===== src/rtl/dcc_pkg.sv =====
package dcc_pkg;
  localparam int unsigned DW = 32;
  localparam logic [3:0] REQ_AUTO = 4'h8;

  // register word indices (byte offset / 4)
  localparam logic [2:0] RW_SRC  = 3'd0;
  localparam logic [2:0] RW_DST  = 3'd1;
  localparam logic [2:0] RW_CNT  = 3'd2;
  localparam logic [2:0] RW_RTYP = 3'd3;
  localparam logic [2:0] RW_STAT = 3'd4;
  localparam logic [2:0] RW_CMD  = 3'd5;
  localparam logic [2:0] RW_BASE = 3'd6;

  // command word fields
  localparam int unsigned CB_LINK = 0;
  localparam int unsigned CB_TIE  = 1;
  localparam int unsigned CB_DINC = 22;
  localparam int unsigned CB_SINC = 23;

  typedef enum logic [2:0] {
    E_IDLE,
    E_FETCH,
    E_RUN,
    E_RD,
    E_WR
  } eng_st_t;
endpackage


===== src/rtl/dcc_unit_decode.sv =====
module dcc_unit_decode (
  input  logic [2:0] code,
  output logic [2:0] unit_lg,
  output logic [1:0] beat_lg,
  output logic [4:0] beats_m1,
  output logic       code_ok
);
  logic [5:0] beats;
  logic [2:0] shift;

  always_comb begin
    code_ok = 1'b1;
    case (code)
      3'd0:    unit_lg = 3'd2;
      3'd1:    unit_lg = 3'd0;
      3'd2:    unit_lg = 3'd1;
      3'd3:    unit_lg = 3'd4;
      3'd4:    unit_lg = 3'd5;
      3'd5:    unit_lg = 3'd6;
      3'd6:    unit_lg = 3'd7;
      default: begin
        unit_lg = 3'd0;
        code_ok = 1'b0;
      end
    endcase
    beat_lg  = (unit_lg >= 3'd2) ? 2'd2 : unit_lg[1:0];
    shift    = unit_lg - {1'b0, beat_lg};
    beats    = 6'd1 << shift;
    beats_m1 = 5'(beats - 6'd1);
  end
endmodule


===== src/rtl/dcc_ctrl_regs.sv =====
module dcc_ctrl_regs #(
  parameter int unsigned RT_W = 6
) (
  input  logic             clk,
  input  logic             rst_n,
  input  logic             we_rtyp,
  input  logic             we_stat,
  input  logic             we_base,
  input  logic [31:0]      wdata,
  input  logic             doorbell,
  input  logic             fetch_take,
  input  logic             ev_tc,
  input  logic             ev_err,
  input  logic             eng_idle,
  input  logic             tie,
  output logic             en,
  output logic             auto_mode,
  output logic             fetch_pend,
  output logic             abort_req,
  output logic [31:0]      desc_base,
  output logic [RT_W-1:0]  rtype,
  output logic [31:0]      status,
  output logic             irq
);
  import dcc_pkg::*;

  logic            en_q, en_d, halt_q, halt_d, tc_q, tc_d, ae_q, ae_d;
  logic            pend_q, pend_d, abort_q, abort_d;
  logic [31:0]     base_q, base_d;
  logic [RT_W-1:0] rt_q, rt_d;

  always_comb begin
    en_d    = en_q;
    halt_d  = halt_q;
    tc_d    = tc_q;
    ae_d    = ae_q;
    pend_d  = pend_q;
    abort_d = abort_q;
    base_d  = base_q;
    rt_d    = rt_q;
    if (we_rtyp) rt_d = wdata[RT_W-1:0];
    if (we_base) base_d = wdata;
    if (eng_idle) abort_d = 1'b0;
    if (fetch_take) pend_d = 1'b0;
    if (doorbell) pend_d = 1'b1;
    if (we_stat) begin
      en_d   = wdata[0];
      halt_d = halt_q & wdata[2];
      tc_d   = tc_q & wdata[3];
      ae_d   = ae_q & wdata[4];
      if (!wdata[0]) abort_d = 1'b1;
    end
    if (ev_tc) tc_d = 1'b1;
    if (ev_err) begin
      ae_d   = 1'b1;
      halt_d = 1'b1;
      en_d   = 1'b0;
    end
  end

  always_ff @(posedge clk or negedge rst_n) begin
    if (!rst_n) begin
      en_q    <= 1'b0;
      halt_q  <= 1'b0;
      tc_q    <= 1'b0;
      ae_q    <= 1'b0;
      pend_q  <= 1'b0;
      abort_q <= 1'b0;
      base_q  <= '0;
      rt_q    <= '0;
    end else begin
      en_q    <= en_d;
      halt_q  <= halt_d;
      tc_q    <= tc_d;
      ae_q    <= ae_d;
      pend_q  <= pend_d;
      abort_q <= abort_d;
      base_q  <= base_d;
      rt_q    <= rt_d;
    end
  end

  assign en         = en_q;
  assign auto_mode  = (rt_q == RT_W'(REQ_AUTO));
  assign fetch_pend = pend_q;
  assign abort_req  = abort_q;
  assign desc_base  = base_q;
  assign rtype      = rt_q;
  assign status     = {27'd0, ae_q, tc_q, halt_q, 1'b0, en_q};
  assign irq        = ae_q | (tc_q & tie);

  AST_TC_FLAG_SET: assert property (@(posedge clk) disable iff (!rst_n)
    ev_tc |=> tc_q) else $error("tc flag not set");
  AST_ERR_HALTS: assert property (@(posedge clk) disable iff (!rst_n)
    ev_err |=> (ae_q && halt_q && !en_q)) else $error("error did not halt");
  AST_TAKE_NEEDS_PEND: assert property (@(posedge clk) disable iff (!rst_n)
    fetch_take |-> pend_q) else $error("fetch without doorbell");
endmodule


===== src/rtl/dcc_engine.sv =====
module dcc_engine #(
  parameter int unsigned CNT_W = 24
) (
  input  logic        clk,
  input  logic        rst_n,
  input  logic        en,
  input  logic        auto_mode,
  input  logic        fetch_pend,
  input  logic        abort_req,
  input  logic [31:0] desc_base,
  input  logic        sw_we,
  input  logic [2:0]  sw_idx,
  input  logic [31:0] sw_wdata,
  output logic        fetch_take,
  output logic        ev_tc,
  output logic        ev_err,
  output logic        idle,
  output logic [31:0] src_o,
  output logic [31:0] dst_o,
  output logic [31:0] cnt_o,
  output logic [31:0] cmd_o,
  output logic        mem_req,
  output logic        mem_we,
  output logic [31:0] mem_addr,
  output logic [1:0]  mem_size,
  output logic [31:0] mem_wdata,
  input  logic [31:0] mem_rdata,
  input  logic        mem_ready
);
  import dcc_pkg::*;

  localparam int unsigned OFF_W = 32 - CNT_W;

  eng_st_t          st_q, st_d;
  logic [31:0]      src_q, src_d, dst_q, dst_d, cmd_q, cmd_d;
  logic [31:0]      cur_q, cur_d, data_q, data_d;
  logic [CNT_W-1:0] cnt_q, cnt_d;
  logic [OFF_W-1:0] nxt_q, nxt_d;
  logic [1:0]       wd_q, wd_d;
  logic [4:0]       beat_q, beat_d;

  logic [2:0]  unit_lg;
  logic [1:0]  beat_lg;
  logic [4:0]  beats_m1;
  logic        code_ok;
  logic [6:0]  umask;
  logic        misal;
  logic [31:0] step;
  logic [31:0] link_addr;

  dcc_unit_decode u_dec (
    .code     (cmd_q[10:8]),
    .unit_lg  (unit_lg),
    .beat_lg  (beat_lg),
    .beats_m1 (beats_m1),
    .code_ok  (code_ok)
  );

  assign umask     = 7'((8'd1 << unit_lg) - 8'd1);
  assign misal     = (|(src_q[6:0] & umask)) | (|(dst_q[6:0] & umask));
  assign step      = 32'd1 << beat_lg;
  assign link_addr = desc_base + {{(32-OFF_W-4){1'b0}}, nxt_q, 4'b0000};

  always_comb begin
    st_d       = st_q;
    src_d      = src_q;
    dst_d      = dst_q;
    cmd_d      = cmd_q;
    cur_d      = cur_q;
    data_d     = data_q;
    cnt_d      = cnt_q;
    nxt_d      = nxt_q;
    wd_d       = wd_q;
    beat_d     = beat_q;
    fetch_take = 1'b0;
    ev_tc      = 1'b0;
    ev_err     = 1'b0;
    mem_req    = 1'b0;
    mem_we     = 1'b0;
    mem_addr   = src_q;
    mem_size   = beat_lg;
    mem_wdata  = data_q;
    case (st_q)
      E_IDLE: begin
        if (sw_we) begin
          case (sw_idx)
            RW_SRC: src_d = sw_wdata;
            RW_DST: dst_d = sw_wdata;
            RW_CNT: {nxt_d, cnt_d} = sw_wdata;
            RW_CMD: cmd_d = sw_wdata;
            default: ;
          endcase
        end
        if (fetch_pend) begin
          fetch_take = 1'b1;
          cur_d      = desc_base;
          wd_d       = 2'd0;
          st_d       = E_FETCH;
        end
      end
      E_FETCH: begin
        mem_req  = 1'b1;
        mem_addr = cur_q + {28'd0, wd_q, 2'b00};
        mem_size = 2'd2;
        if (mem_ready) begin
          case (wd_q)
            2'd0: cmd_d = mem_rdata;
            2'd1: src_d = mem_rdata;
            2'd2: dst_d = mem_rdata;
            default: {nxt_d, cnt_d} = mem_rdata;
          endcase
          wd_d = wd_q + 2'd1;
          if (wd_q == 2'd3) st_d = E_RUN;
        end
      end
      E_RUN: begin
        if (abort_req) begin
          st_d = E_IDLE;
        end else if (en && auto_mode) begin
          if (cnt_q == '0) begin
            if (cmd_q[CB_LINK]) begin
              cur_d = link_addr;
              wd_d  = 2'd0;
              st_d  = E_FETCH;
            end else begin
              ev_tc = 1'b1;
              st_d  = E_IDLE;
            end
          end else if (!code_ok || misal) begin
            ev_err = 1'b1;
            st_d   = E_IDLE;
          end else begin
            beat_d = beats_m1;
            st_d   = E_RD;
          end
        end
      end
      E_RD: begin
        mem_req  = 1'b1;
        mem_addr = src_q;
        if (mem_ready) begin
          data_d = mem_rdata;
          if (cmd_q[CB_SINC]) src_d = src_q + step;
          st_d = E_WR;
        end
      end
      E_WR: begin
        mem_req  = 1'b1;
        mem_we   = 1'b1;
        mem_addr = dst_q;
        if (mem_ready) begin
          if (cmd_q[CB_DINC]) dst_d = dst_q + step;
          if (beat_q == 5'd0) begin
            cnt_d = cnt_q - CNT_W'(1);
            st_d  = E_RUN;
          end else begin
            beat_d = beat_q - 5'd1;
            st_d   = E_RD;
          end
        end
      end
      default: st_d = E_IDLE;
    endcase
  end

  always_ff @(posedge clk or negedge rst_n) begin
    if (!rst_n) begin
      st_q   <= E_IDLE;
      src_q  <= '0;
      dst_q  <= '0;
      cmd_q  <= '0;
      cur_q  <= '0;
      data_q <= '0;
      cnt_q  <= '0;
      nxt_q  <= '0;
      wd_q   <= '0;
      beat_q <= '0;
    end else begin
      st_q   <= st_d;
      src_q  <= src_d;
      dst_q  <= dst_d;
      cmd_q  <= cmd_d;
      cur_q  <= cur_d;
      data_q <= data_d;
      cnt_q  <= cnt_d;
      nxt_q  <= nxt_d;
      wd_q   <= wd_d;
      beat_q <= beat_d;
    end
  end

  assign idle  = (st_q == E_IDLE);
  assign src_o = src_q;
  assign dst_o = dst_q;
  assign cnt_o = {nxt_q, cnt_q};
  assign cmd_o = cmd_q;

  AST_FETCH_IS_WORD: assert property (@(posedge clk) disable iff (!rst_n)
    (st_q == E_FETCH) |-> (mem_req && !mem_we && mem_size == 2'd2)) else $error("bad fetch");
  AST_UNIT_COUNTS_DOWN: assert property (@(posedge clk) disable iff (!rst_n)
    (st_q == E_WR && mem_ready && beat_q == 5'd0) |=> (cnt_q == $past(cnt_q) - CNT_W'(1)))
    else $error("count step");
  AST_WRITE_ALIGNED: assert property (@(posedge clk) disable iff (!rst_n)
    (mem_req && mem_we) |-> ((mem_addr[1:0] & 2'(step - 32'd1)) == 2'b00))
    else $error("unaligned write");
endmodule


===== src/rtl/dma_chain_chan.sv =====
module dma_chain_chan #(
  parameter int unsigned CNT_W = 24,
  parameter int unsigned RT_W  = 6
) (
  input  logic        clk,
  input  logic        rst_n,
  input  logic        reg_we,
  input  logic [2:0]  reg_word,
  input  logic [31:0] reg_wdata,
  output logic [31:0] reg_rdata,
  input  logic        doorbell,
  output logic        mem_req,
  output logic        mem_we,
  output logic [31:0] mem_addr,
  output logic [1:0]  mem_size,
  output logic [31:0] mem_wdata,
  input  logic [31:0] mem_rdata,
  input  logic        mem_ready,
  output logic        irq
);
  import dcc_pkg::*;

  logic            en, auto_mode, fetch_pend, abort_req;
  logic            fetch_take, ev_tc, ev_err, eng_idle;
  logic [31:0]     desc_base, status, src_v, dst_v, cnt_v, cmd_v;
  logic [RT_W-1:0] rtype;

  dcc_ctrl_regs #(.RT_W(RT_W)) u_ctrl (
    .clk        (clk),
    .rst_n      (rst_n),
    .we_rtyp    (reg_we && reg_word == RW_RTYP),
    .we_stat    (reg_we && reg_word == RW_STAT),
    .we_base    (reg_we && reg_word == RW_BASE),
    .wdata      (reg_wdata),
    .doorbell   (doorbell),
    .fetch_take (fetch_take),
    .ev_tc      (ev_tc),
    .ev_err     (ev_err),
    .eng_idle   (eng_idle),
    .tie        (cmd_v[CB_TIE]),
    .en         (en),
    .auto_mode  (auto_mode),
    .fetch_pend (fetch_pend),
    .abort_req  (abort_req),
    .desc_base  (desc_base),
    .rtype      (rtype),
    .status     (status),
    .irq        (irq)
  );

  dcc_engine #(.CNT_W(CNT_W)) u_eng (
    .clk        (clk),
    .rst_n      (rst_n),
    .en         (en),
    .auto_mode  (auto_mode),
    .fetch_pend (fetch_pend),
    .abort_req  (abort_req),
    .desc_base  (desc_base),
    .sw_we      (reg_we),
    .sw_idx     (reg_word),
    .sw_wdata   (reg_wdata),
    .fetch_take (fetch_take),
    .ev_tc      (ev_tc),
    .ev_err     (ev_err),
    .idle       (eng_idle),
    .src_o      (src_v),
    .dst_o      (dst_v),
    .cnt_o      (cnt_v),
    .cmd_o      (cmd_v),
    .mem_req    (mem_req),
    .mem_we     (mem_we),
    .mem_addr   (mem_addr),
    .mem_size   (mem_size),
    .mem_wdata  (mem_wdata),
    .mem_rdata  (mem_rdata),
    .mem_ready  (mem_ready)
  );

  always_comb begin
    case (reg_word)
      RW_SRC:  reg_rdata = src_v;
      RW_DST:  reg_rdata = dst_v;
      RW_CNT:  reg_rdata = cnt_v;
      RW_RTYP: reg_rdata = {{(32-RT_W){1'b0}}, rtype};
      RW_STAT: reg_rdata = status;
      RW_CMD:  reg_rdata = cmd_v;
      RW_BASE: reg_rdata = desc_base;
      default: reg_rdata = 32'd0;
    endcase
  end
endmodule


===== config.mk =====
export PLATFORM = sky130hd
export DESIGN_NAME = dma_chain_chan
export DESIGN_NICKNAME = d
export VERILOG_FILES = /design/src/rtl/dcc_pkg.sv /design/src/rtl/dcc_unit_decode.sv /design/src/rtl/dcc_ctrl_regs.sv /design/src/rtl/dcc_engine.sv /design/src/rtl/dma_chain_chan.sv
export SDC_FILE = /design/constraint.sdc
export NUM_CORES = 1
export LEC_CHECK = 0
export CORE_ASPECT_RATIO = 0.75
export CORE_MARGIN = 2
export CORE_UTILIZATION = 65
export DETAILED_ROUTE_END_ITERATION = 12
export DONT_BUFFER_PORTS = 1
export PLACE_DENSITY = 0.78
export SYNTH_ARGS = -nofsm -noshare
export SYNTH_HDL_FRONTEND = slang
export SYNTH_SLANG_ARGS = --single-unit
export TNS_END_PERCENT = 1

===== constraint.sdc =====
create_clock -name clk -period 5.3 [get_ports clk]
set_input_delay 1.06 -clock clk [delete_from_list [all_inputs] [get_ports clk]]
set_output_delay 1.06 -clock clk [all_outputs]
set_load 0.02 [all_outputs]

==> flow_metrics.py <==
metrics = {
    "routing": {
        "postRouteAntennaNets": 0,
        "met2_length_um": 23600,
        "topRoutingLayerUsed": "met5",
        "route.vias.total": 15400,
        "finalWirelength_um": 57900,
        "met3WireLength_um": 9360,
        "drt_iter0_drc": 2250,
        "avgRoutedWirePerCell_um": 27.1,
        "first_pass_iters": 8,
        "drcViolationCount": 0,
        "m1WireLength_um": 22400,
        "avgViaCountPerCell": 7.21,
    },
    "cells_and_area": {
        "drive_above_1_share_pct": 11.6,
        "synthToLayoutAreaGrowth_pct": 7.72,
        "number_of_nets_in_the_layout": 1887,
        "layout.cells.most_common": "sky130_fd_sc_hd__dfrtp_1",
        "layout.cell_area.non_filler_sq_um": 17100,
        "antenna_cells": 0,
        "most-common-layout-cells": "246 x sky130_fd_sc_hd__dfrtp_1, 204 x sky130_fd_sc_hd__nand2_1, 187 x sky130_fd_sc_hd__o21ai_0",
    },
    "synth": {
        "ys_seq_area_share_pct": 38.9,
        "syn_area_sq_um": 15800,
        "post-synth-top-area-fraction_pct": 38.9,
        "post_synth.cell_area_avg_sq_um": 8.64,
        "synth-edff-count": 0,
        "leading_cell_types_by_total_area_after_synthesis": "sky130_fd_sc_hd__dfrtp_1 39%, sky130_fd_sc_hd__o21ai_0 5.9%, sky130_fd_sc_hd__mux2_2 5.6%",
        "dominantRegCellSynth": "sky130_fd_sc_hd__dfrtp_1",
        "synth.yosys.warnings": 0,
        "ys_seq_elements": 246,
        "asyncSetResetFlopFracSynth_pct": 100,
        "synthesis.instances": 1834,
        "netlist.top_cell.by_area": "sky130_fd_sc_hd__dfrtp_1",
        "yosys.cell_types.count": 75,
    },
    "global_route": {
        "grt_pass1_vias": 14300,
        "grt-ovfl-total": 0,
        "antenna_found_initial": 1,
        "grt_start_max_net_pins": 247,
        "groute.usage.overall_pct": 45.1,
        "grt_first_pass_wirelength_um": 87600,
    },
    "timing": {
        "period_minus_slack_ns": 4.78,
        "worstMarginPinSlew_ns": 1.29,
        "timing.final.ws_setup_ns": 0.521,
        "final_max_slew_viol_count": 0,
        "hold_viol_final": 0,
        "rsz0062_at_grt": "false",
        "layout_worst_path_cycle_share_pct": 90.2,
        "fin_skew_ns": 0.0145,
        "timing.slew.headroom_pct": 13.8,
        "setup_tns_ns": 0,
        "maxClockFrequency_ghz": 0.209,
        "setup_viol": 0,
    },
    "clock_tree": {
        "cts.reportedPaths.clkPinSlew_ns": 0.07,
        "tritoncts": "built",
        "ctsHtreeMaxLevel": 1,
        "worst_skew_pair.late_latency_ns": 0.57,
        "clock_path_buffers": 3,
        "numClockSinks": 246,
        "ctsRootBufferMaster": "sky130_fd_sc_hd__clkbuf_16",
        "cts_repair_resized_insts": 0,
        "cts_hold_repair.buffers": 0,
        "post-cts-setup-buffer-count": 0,
        "cts_made_buffers": 26,
    },
    "pwr": {
        "power_switching_mw": 5.30,
        "intPower_mw": 5.67,
        "worst_supply_voltage_drop_on_vdd_v": 0.000470,
        "power_frac_clock_pct": 17.0,
        "static_leakage_nw": 7.17,
        "power_frac_comb_pct": 45.2,
        "post-layout-total-power_mw": 11.0,
        "powerDensity_nw_per_um2": 643,
        "netSwitchingFraction_pct": 48.3,
        "power.share.sequential_pct": 37.8,
    },
    "floorplanning": {
        "die-height_um": 139,
        "placeableCoreArea_sq_um": 24000,
        "die-width_um": 184,
        "start_util_pct": 66.1,
        "floorplan.die_area_sq_um": 25600,
        "num_io_pins": 173,
        "rows": 49,
    },
    "run": {
        "max_cap_violations": 0,
    },
    "place": {
        "place_worst_setup_slack_ns": 1.30,
        "portBuffers": 0,
        "dp.final_hpwl_um": 40700,
        "weighted_congestion_reported_at_the_end_of_routability_driven_placement": 1.00,
        "postPlaceCellArea_sq_um": 16200,
    },
    "setup_path": {
        "cp.required_ns": 4.24,
        "worstPathMaxFanout": 6,
        "critPathLaunchType": "flop",
        "worst-endpoint-arrival_ns": 3.72,
        "worst_setup_path_end_kind": "output port",
        "timing_worst_setup_path_type": "flop to output port",
    },
    "worst_hold_path": {
        "worst_hold_path_type": "input pin to async pin",
    },
    "outcome": {
        "run_status": "completed",
    },
}
==> cell families (layout without fill, tap and decap cells) <==
kind of cell | count (synthesis) | in the layout | share of synthesized area (%)
buffers and inverters | 171 | 139 | 4.13
multiplexers | 141 | 141 | 9.90
flip-flops | 246 | 246 | 38.9
XOR/XNOR | 58 | 58 | 3.21
other | 2 | 3 | 0.0474
AND/OR/NAND/NOR | 583 | 583 | 17.3
AO/OA/AOI/OAI | 603 | 603 | 24.0
adder cells (fa/ha/maj) | 30 | 30 | 2.56
==> state kept, by name (all words and copies together), names as in the netlist, 8 cells and up <==
name / cells
u_ctrl.desc_base: 32
u_eng.cmd_o: 32
u_eng.cnt_q: 24
u_eng.cur_q: 32
u_eng.dst_o: 32
u_eng.mem_wdata: 32
u_eng.nxt_q: 8
u_eng.src_o: 32
==> power groups by stage <==
stage	Combinational, mW	Sequential, mW	Clock (mW)
2_1_floorplan	3.70	3.46	0
3_3_place_gp	4.67	4.05	0
3_5_place_dp	4.79	4.07	0
4_1_cts	4.83	4.05	1.85
5_1_grt	5.35	4.21	1.92
6_report	4.96	4.15	1.86
==> per-stage QoR <==
stage               instances  hold slack (ns)  utilization, %
CTS                      2134            0.188            71.2
detailed placement       2088            0.471            67.6
floorplan                1835            0.450               -
global route             2134            0.187            71.2
finish                   2134            0.198            71.2
global placement         2088            0.462            67.6
==> area by class of cell <==
cell class | instances | area [sq um]
Multi-Input combinational cell | 1418 | 9080
Fill cell | 1916 | 6910
Sequential cell | 246 | 6160
Clock buffer | 39 | 759
Tap cell | 331 | 414
Timing Repair Buffer | 55 | 413
Inverter | 38 | 144
Clock inverter | 7 | 91.3
==> metal layers <==
layer / track usage (%) / up-vias
li1: - / 6620
met1: 63.7 / 7355
met2: 62.4 / 1189
met3: 18.3 / 225
met4: 16.3 / 2
met5: 0 / -
==> Yosys cell counts (all sizes together) (8+ instances only) <==
library cell / number
inv: 37
xor2: 21
o21ai: 190
a2bb2oi: 10
nor4: 17
clkbuf: 117
a22o: 8
o22ai: 11
nand2b: 9
o22a: 18
a21oi: 136
a211oi: 32
nor3: 35
a31oi: 31
nand2: 207
or3: 11
a21o: 19
dfrtp: 246
xnor2: 37
a32oi: 10
and2: 16
and4: 9
ha: 26
nand4: 21
nor2b: 16
buf: 16
mux2i: 55
and3: 23
nor2: 151
nand3: 45
mux2: 83
a22oi: 71
==> critical path, stage by stage, from the launching register on <==
cell and delay [ns]:
sky130_fd_sc_hd__dfrtp_1 0.46, sky130_fd_sc_hd__ha_1 0.32, sky130_fd_sc_hd__a21oi_1 0.10, sky130_fd_sc_hd__nor3b_1 0.30
sky130_fd_sc_hd__buf_4 0.21, sky130_fd_sc_hd__nand3_1 0.26, sky130_fd_sc_hd__or3_1 0.55, sky130_fd_sc_hd__nor3_1 0.39
sky130_fd_sc_hd__xnor2_1 0.14, sky130_fd_sc_hd__o211ai_1 0.23, sky130_fd_sc_hd__buf_4 0.19
==> final timing paths <==
| kind | startpoint | to | slack [ns] | cells past startpoint |
|---|---|---|---|---|
| worst max-delay path | u_eng.wd_q[1]$_DFFE_PN0P_ | mem_addr[31] | 0.52 | 10 |
| worst min-delay path | rst_n | u_ctrl.desc_base[14]$_DFFE_PN0P_ | 0.20 | 0 |
| worst max register to register | u_eng.st_q[0]$_DFFE_PN0P_ | u_eng.beat_q[2]$_DFFE_PN0P_ | 1.39 | 9 |
| worst min register to register | u_eng.cmd_o[16]$_DFFE_PN0P_ | u_eng.cmd_o[16]$_DFFE_PN0P_ | 0.48 | 2 |
| max in group asynchronous | rst_n | u_eng.nxt_q[7]$_DFFE_PN0P_ | 4.52 | 0 |
| min in group clk | u_eng.cmd_o[16]$_DFFE_PN0P_ | u_eng.cmd_o[16]$_DFFE_PN0P_ | 0.48 | 2 |
Power figures use the tool's default switching activity.
